## src/rtl/bcr_pkg.sv

```systemverilog
package bcr_pkg;
    typedef enum logic {
        HUNT   = 1'b0,
        LOCKED = 1'b1
    } lock_state_t;
endpackage

```

## src/rtl/bcr_phase_detect.sv

```systemverilog
module bcr_phase_detect #(
    parameter int SPB = 16,
    parameter int WIN = 4,
    localparam int PH_W = $clog2(SPB)
) (
    input  logic                   clk,
    input  logic                   rst_n,
    input  logic                   rx_bit,
    input  logic                   acquire,
    input  logic [PH_W-1:0]        phase,
    output logic                   edge_seen,
    output logic                   good,
    output logic signed [PH_W:0]   corr
);
    localparam int MID = SPB / 2;

    logic                 prev_bit;
    logic signed [PH_W:0] err;
    logic        [PH_W:0] mag;
    logic        [PH_W:0] step;

    always_ff @(posedge clk) begin
        if (!rst_n) prev_bit <= 1'b0;
        else        prev_bit <= rx_bit;
    end

    always_comb begin
        edge_seen = (rx_bit != prev_bit);
        if (phase < PH_W'(MID))
            err = signed'({1'b0, phase});
        else
            err = signed'({1'b0, phase}) - signed'((PH_W+1)'(SPB));
        mag = err[PH_W] ? unsigned'(-err) : unsigned'(err);
        if (acquire)
            step = (mag + (PH_W+1)'(1)) >> 1;
        else
            step = (mag != '0) ? (PH_W+1)'(1) : '0;
        corr = err[PH_W] ? -signed'(step) : signed'(step);
        good = edge_seen && (mag <= (PH_W+1)'(WIN));
    end

    // a crossing counted as good never has the largest possible error
    assert_good_bounded_R8: assert property (@(posedge clk) disable iff (!rst_n)
        good |-> (phase != PH_W'(MID)));
endmodule

```

## src/rtl/bcr_phase_nco.sv

```systemverilog
module bcr_phase_nco #(
    parameter int SPB = 16,
    localparam int PH_W = $clog2(SPB)
) (
    input  logic                   clk,
    input  logic                   rst_n,
    input  logic                   edge_seen,
    input  logic signed [PH_W:0]   corr,
    output logic [PH_W-1:0]        phase,
    output logic                   mid_strobe,
    output logic                   data_clk
);
    localparam int MID = SPB / 2;

    logic [PH_W-1:0] phase_q;

    always_ff @(posedge clk) begin
        if (!rst_n)
            phase_q <= '0;
        else if (edge_seen)
            phase_q <= phase_q + PH_W'(1) - corr[PH_W-1:0];
        else
            phase_q <= phase_q + PH_W'(1);
    end

    always_comb begin
        phase      = phase_q;
        mid_strobe = (phase_q == PH_W'(MID));
        data_clk   = (phase_q >= PH_W'(MID));
    end

    assert_free_run_R2: assert property (@(posedge clk) disable iff (!rst_n)
        !edge_seen |=> (phase_q == PH_W'($past(phase_q) + PH_W'(1))));

    assert_strobe_single_R3: assert property (@(posedge clk) disable iff (!rst_n)
        mid_strobe |=> !mid_strobe);

    assert_dclk_rise_R3: assert property (@(posedge clk) disable iff (!rst_n)
        $rose(data_clk) |-> mid_strobe);
endmodule

```

## src/rtl/bcr_lock_fsm.sv

```systemverilog
module bcr_lock_fsm
    import bcr_pkg::*;
#(
    parameter int LOCK_N = 8,
    localparam int CNT_W = $clog2(LOCK_N + 1)
) (
    input  logic clk,
    input  logic rst_n,
    input  logic acquire,
    input  logic good,
    output logic locked
);
    lock_state_t      state_q, state_d;
    logic [CNT_W-1:0] cnt_q, cnt_d;
    logic             acq_prev;
    logic             acq_rise;

    assign acq_rise = acquire && !acq_prev;

    always_ff @(posedge clk) begin
        if (!rst_n) begin
            state_q  <= HUNT;
            cnt_q    <= '0;
            acq_prev <= 1'b0;
        end else begin
            state_q  <= state_d;
            cnt_q    <= cnt_d;
            acq_prev <= acquire;
        end
    end

    always_comb begin
        state_d = state_q;
        cnt_d   = cnt_q;
        unique case (state_q)
            HUNT: begin
                if (acq_rise) begin
                    cnt_d = '0;
                end else if (good) begin
                    if (cnt_q == CNT_W'(LOCK_N - 1)) begin
                        cnt_d   = CNT_W'(LOCK_N);
                        state_d = LOCKED;
                    end else begin
                        cnt_d = cnt_q + CNT_W'(1);
                    end
                end
            end
            LOCKED: begin
                if (acq_rise) begin
                    cnt_d   = '0;
                    state_d = HUNT;
                end
            end
        endcase
    end

    always_comb begin
        locked = (state_q == LOCKED);
    end

    assert_lock_needs_good_R7: assert property (@(posedge clk) disable iff (!rst_n)
        $rose(locked) |-> $past(good));

    assert_acq_clears_R9: assert property (@(posedge clk) disable iff (!rst_n)
        $rose(acquire) |=> !locked);
endmodule

```

## src/rtl/bitclk_recovery.sv

```systemverilog
module bitclk_recovery #(
    parameter int SPB    = 16,
    parameter int WIN    = 4,
    parameter int LOCK_N = 8
) (
    input  logic clk,
    input  logic rst_n,
    input  logic rx_bit,
    input  logic acquire,
    output logic mid_strobe,
    output logic data_clk,
    output logic locked
);
    localparam int PH_W = $clog2(SPB);

    logic [PH_W-1:0]      phase;
    logic                 edge_seen;
    logic                 good;
    logic signed [PH_W:0] corr;

    bcr_phase_detect #(.SPB(SPB), .WIN(WIN)) u_detect (
        .clk       (clk),
        .rst_n     (rst_n),
        .rx_bit    (rx_bit),
        .acquire   (acquire),
        .phase     (phase),
        .edge_seen (edge_seen),
        .good      (good),
        .corr      (corr)
    );

    bcr_phase_nco #(.SPB(SPB)) u_nco (
        .clk        (clk),
        .rst_n      (rst_n),
        .edge_seen  (edge_seen),
        .corr       (corr),
        .phase      (phase),
        .mid_strobe (mid_strobe),
        .data_clk   (data_clk)
    );

    bcr_lock_fsm #(.LOCK_N(LOCK_N)) u_lock (
        .clk     (clk),
        .rst_n   (rst_n),
        .acquire (acquire),
        .good    (good),
        .locked  (locked)
    );

    // in narrow mode one crossing moves the phase by at most one count
    assert_narrow_step_R6: assert property (@(posedge clk) disable iff (!rst_n)
        (edge_seen && !acquire) |=>
            (PH_W'(phase - $past(phase)) inside {PH_W'(0), PH_W'(1), PH_W'(2)}));
endmodule

```

## config.mk

```make
export PLATFORM = sky130hd
export DESIGN_NAME = bitclk_recovery
export DESIGN_NICKNAME = d
export VERILOG_FILES = /design/src/rtl/bcr_pkg.sv /design/src/rtl/bcr_phase_detect.sv /design/src/rtl/bcr_phase_nco.sv /design/src/rtl/bcr_lock_fsm.sv /design/src/rtl/bitclk_recovery.sv
export SDC_FILE = /design/constraint.sdc
export NUM_CORES = 1
export LEC_CHECK = 0
export BUFFER_PORTS_ARGS = -buffer_cell sky130_fd_sc_hd__buf_4
export CORE_MARGIN = 2
export CORE_UTILIZATION = 40
export DETAILED_ROUTE_END_ITERATION = 10
export SYNTH_ARGS = -nofsm -noshare
export SYNTH_HDL_FRONTEND = slang
export SYNTH_SLANG_ARGS = --single-unit
```

## constraint.sdc

```tcl
create_clock -name clk -period 4.83 [get_ports clk]
set_clock_uncertainty 0.1 [all_clocks]
set_input_delay 0.2415 -clock clk [delete_from_list [all_inputs] [get_ports clk]]
set_output_delay 0.2415 -clock clk [all_outputs]
set_load 0.02 [all_outputs]
```

## Word level (Yosys, flattened, before mapping)

Cells that the tools add are included.

| cells by class | value |
|---|---|
| $lt $le $gt $ge | 3 |
| reductions and logical operators | 5 |
| add/sub/neg operators | 7 |
| bitwise gates (word level) | 1 |
| equality and inequality tests | 5 |
| multiplexer cells | 16 |

Operators by type and width:

| operator | count |
|---|---|
| 4-bit 2-to-1 mux | 7 |
| 5-bit 2-to-1 mux | 2 |
| 4-bit by 1-bit adder with 4-bit output (second input constant) | 2 |
| 4-bit case mux with 2 select lines | 1 |
| 5-bit by 1-bit adder with 5-bit output (second input constant) | 1 |
| 5-bit by 3-bit <= comparator with 1-bit output (second input constant) | 1 |
| 1-bit 2-to-1 mux | 5 |
| 5-bit negator | 1 |
| 5-bit nonzero test | 1 |
| 5-bit subtractor (second input constant) | 1 |
| 4-bit by 3-bit equality test with 1-bit output (second input constant) | 1 |
| 4-bit equality test (second input constant) | 1 |
| 4-bit greater-or-equal comparator (second input constant) | 1 |
| 4-bit < comparator (second input constant) | 1 |
| 4-bit negator | 1 |
| 4-bit subtractor | 1 |
| 3-bit by 2-bit inequality test with 1-bit output (second input constant) | 1 |
| 1-bit logical AND | 2 |
| 2-bit inequality test (second input constant) | 1 |
| 1-bit case mux with 2 select lines | 1 |
| 2-bit AND reduction | 1 |
| 1-bit zero test | 1 |
| 1-bit inequality test | 1 |
| 1-bit NOT | 1 |

| word-level totals | value |
|---|---|
| logic and storage cells | 42 |
| register bits | 11 |
| output and inout port bits | 3 |
| bits of input ports | 4 |

## Longest topological paths before layout

| logic depth | value |
|---|---|
| depth in word-level cells | 11 |
| gate-level depth with buffers | 19 |
| gate-level depth less buffers | 19 |

## Modules after synthesis

From an unflattened synthesis, not the netlist that was laid out.

| unflattened totals | value |
|---|---|
| cell total of the unflattened synthesis | 96 |
| area, all modules | 867.1 µm² |

By module, submodules not included:

| module | sequential area each (µm²) | area an instance (µm²) | cells each | instances |
|---|---|---|---|---|
| bcr_phase_nco | 80.1 | 332.8 | 36 | 1 |
| bcr_phase_detect | 20.0 | 274.0 | 32 | 1 |
| bcr_lock_fsm | 120.1 | 260.2 | 28 | 1 |

## Worst setup path after synthesis

OpenSTA, ideal clock, no wires.

| timing path | value |
|---|---|
| kind | reg-to-reg |
| start point | register u_nco.phase_q[0] (netlist: u_nco.phase[0]) |
| end point | register u_nco.phase_q[3] (netlist: u_nco.phase[3]) |
| setup time | 0.116 ns |
| data required time | 4.614 ns |
| setup slack | 0.678 ns |
| clock period less this slack | 4.152 ns |
| buffers on the path | 0 |
| stages on the path, launching flop included | 20 |
| data arrival time | 3.936 ns |
| path through | dfxtp_1 > inv_1 > ha_1 > mux2i_1 > ha_1 > inv_1 > nor4_1 > inv_1 > and2_1 > inv_1 > ha_1 > a21oi_1 > ha_1 > nor2b_1 > o21a_1 > a311o_1 > nand3_1 > mux2i_1 > or3_1 > and3_1 |

| on the way | value |
|---|---|
| longest elaborated chain between the ends | 11 |
| elaborated cells on any way between the ends | 14 |
| classes of those cells | 6 x add/sub; 1 x order compare; 6 x mux; 1 x reduce/logical |

RTL lines:

| item | line | source |
|---|---|---|
| from (decl) | bcr_phase_nco.sv:15 | `logic [PH_W-1:0] phase_q;` |
| from (signal assigned) | bcr_phase_nco.sv:21 | `phase_q <= phase_q + PH_W'(1) - corr[PH_W-1:0];` |
| from (signal assigned) | bcr_phase_nco.sv:23 | `phase_q <= phase_q + PH_W'(1);` |
| parallel branches: the longest is 10 deep, another holds 5-bit subtractor | -- |  |
| 4-bit 2-to-1 mux * | bcr_phase_nco.sv:20 | `else if (edge_seen)` |

Every way passes the cells marked *.
A chain may end at the register's enable or synchronous reset.

## Final worst setup path

| timing path | value |
|---|---|
| start point | register u_nco.phase_q[1] (netlist: u_nco.phase[1]) |
| end point | register u_nco.phase_q[3] (netlist: u_nco.phase[3]) |

The elaborated chain is that of the path after synthesis.

==> metrics.yaml <==
status: "complete, no violations"
htreeDepth: 1
setup_viol: 0
first_pass_iters: 4
synth_top_family_by_area: "simple AND/OR/NAND/NOR gates"
synth_xor_area_share_pct: 8.08
leakage_nw: 0.441
fin_crit_sh_pct: 91.8
dieArea_mm2: 0.00252
postCtsSetupRepairBufs: 0
clk_transition_reported_paths_ns: 0.08
port_buffers: 6
slowest_delay_ns: 0.44
final_util_pct: 48.3
grt_antenna_before_repair: 0
multi_input_area_um2: 586
critPathKind: "reg2reg"
grt_pass1_wl_mm: 2.75
insertion_delay_ns: 0.27
synth_seq_cells: 11
design_area_um2: 957
power_density_mw_per_mm2: 683
synth_common_cells: "dfxtp_1, inv_1, ha_1, nand2_1, nor2_1"
start_util_pct: 43.0
areaGrowthSynthToFinish_pct: 12.3
ys_top_cells_by_area: "dfxtp_1, ha_1, inv_1, mux2i_1, nand2_1"
synth_edf_count: 0
layout.nets: 123
maxSlewHeadroom_pct: 60.3
critPathSlowestCell: "dfxtp_1"
synth_mux_area_share_pct: 6.61
yosysSeqAreaShare_pct: 25.8
pin_count: 7
grt_start_max_net_pins: 10
yosysWarnings: 0
synthCells: 99
finalMaxSlewViolations: 0
drc: 0
async_flop_share_pct: 0
postPlaceCellArea_um2: 930
crit_family: "simple AND/OR/NAND/NOR gates"
hold_slack_ns: 0.0959
yosysMostFrequentCell: "dfxtp_1"
endpoint: "u_nco.phase[3]"
yosys.area.top_type: "dfxtp_1"
setup_tns_ns: 0
synth_flop_cell: "dfxtp_1"
max_freq_ghz: 0.226
critPathMaxFanout: 5
layout_min_cycle_time_ns: 4.43
hold_class: "in2reg"
drt.antenna.violating_nets: 0
syn_nets: 113
cts_buffers: 3
antenna_cells_inserted: 0
fp.dieW_um: 50.2
max_cap_viol_count: 0
drive_above_1_share_pct: 17.6
die_h_um: 50.2
clock_path_buffers: 2
crit_chain: "inv_1 -> ha_1 -> mux2i_1 -> ha_1 -> inv_1 -> nor4_1 -> inv_1 -> and2_1 -> inv_1 -> ha_1 -> a21oi_1 -> ha_1 -> nor2b_1 -> o21a_1 -> a311o_1 -> nand3_1 -> mux2i_1 -> or3_1 -> and3_1"
hold_violations: 0
drt_iter0_markers: 5
regArea_um2: 220
n_fill_cell: 194
synth_cell_types: 38
synth_area_um2: 852
synth-simple-area-share_pct: 23.1
hpwl_mm: 1.30
wl_per_cell_um: 12.4
via_count: 697
cts_resized: 0
root_buffer: "clkbuf_4"
vias_per_cell: 5.16
worstMarginPinSlew_ns: 0.589
cp.arrival_ns: 4.51
grt.total_usage_pct: 14.7
synth-compound-area-share_pct: 15.4
cts_sinks: 11
start_kind: "flip-flop"
first_global_vias: 630
globalplace.congestion: 0.783
routed_wirelength_mm: 1.67
ff2ff_path_depth: 19
reg2reg_from: "u_nco.phase[1]"
cts_tree: "done"
syn_avg_cell_area_um2: 8.61
gr-total-overflow: 0
rr_endpoint: "u_nco.phase[3]"
core.rowCount: 16
hold_buffers: 0
yosys.area_share.adder_pct: 15.6
yosysTopAreaCellShare_pct: 25.8
path_buf_inv: 4
fp.coreArea_mm2: 0.00198
required_ns: 4.91
worstSetupPathDepth: 19
ir_worst_vdd_v: 0.000306
crit_path_start: "u_nco.phase[1]"
r2r_setup_slack_ns: 0.40
crit_path_end_kind: "flip-flop"
rsz0062_at_grt: "no"
==> how the worst min path moves through the flow <==
stage / start / endpoint / slack, ns / cells after the start
2_1_floorplan: rx_bit / u_detect.prev_bit / 0.26 / 1
5_1_grt: rx_bit / u_detect.prev_bit / 0.11 / 2
3_3_place_gp: rx_bit / u_detect.prev_bit / 0.38 / 2
6_report: rx_bit / u_detect.prev_bit / 0.1 / 2
3_5_place_dp: rx_bit / u_detect.prev_bit / 0.38 / 2
4_1_cts: rx_bit / u_detect.prev_bit / 0.09 / 2
==> routing by layer <==
metal	routed length [µm]	GRT usage [%]	vias up
li1	-	-	360
met1	908	20.3	325
met4	32	8.33	0
met2	689	21.9	8
met3	42	1.79	4
met5	0	0	-
==> placed cells by master (no fill, tap or decap), types with 2 or more instances in the layout <==
cell type	count
xnor2_1	3
nor3_1	2
dfxtp_1	11
o21ai_0	4
a21oi_1	4
inv_1	10
and2_1	3
clkbuf_4	3
mux2i_1	3
nand3_1	3
and3_1	3
nand2b_1	4
nor2_1	6
xor2_1	3
ha_1	9
buf_4	7
nand2_1	8
==> report_power, final <==
part	switching, mW	internal, mW
Sequential	0.0306	0.110
Clock	0.0355	0.0307
Combinational	0.231	0.216
Total	0.297	0.357
==> cell type report <==
cell class | instances | area share, %
Inverter | 10 | 3.92
Multi-Input combinational cell | 76 | 61.2
Sequential cell | 11 | 23.0
Clock buffer | 3 | 2.35
Timing Repair Buffer | 7 | 5.49
Tap cell | 27 | 3.53
Clock inverter | 1 | 0.523
==> worst register-to-register path, stage by stage, from the launching register on <==
cell and delay (ns):
dfxtp_1 0.44, inv_1 0.07, ha_1 0.34, mux2i_1 0.28
ha_1 0.21, inv_1 0.05, nor4_1 0.42, inv_1 0.07
and2_1 0.19, inv_1 0.06, ha_1 0.21, a21oi_1 0.26
ha_1 0.28, nor2b_1 0.13, o21a_1 0.17, a311o_1 0.35
nand3_1 0.10, mux2i_1 0.08, or3_1 0.36, and3_1 0.17
==> per-stage QoR <==
stage	setup slack [ns]	std cells	total power [mW]
6_report	0.396	135	0.654
3_3_place_gp	0.493	131	0.581
5_1_grt	0.0192	135	0.723
3_5_place_dp	0.473	131	0.587
2_1_floorplan	0.678	99	0.496
4_1_cts	0.431	135	0.657
==> sequential cells by signal, summed over array words and instances, names as in the netlist <==
register           cells
u_lock.cnt_q           4
u_nco.phase            4
u_detect.prev_bit      1
u_lock.acq_prev        1
u_lock.locked          1
==> cell families (layout without fill, tap and decap cells) <==
kind of cell             Yosys count  count (layout)
flip-flops                        11              11
adder cells (fa/ha/maj)           10              10
XOR/XNOR                           7               7
AO/OA/AOI/OAI                     18              18
AND/OR/NAND/NOR                   36              36
multiplexers                       5               5
buffers and inverters             12              21
(Power assumes the default switching activity.)
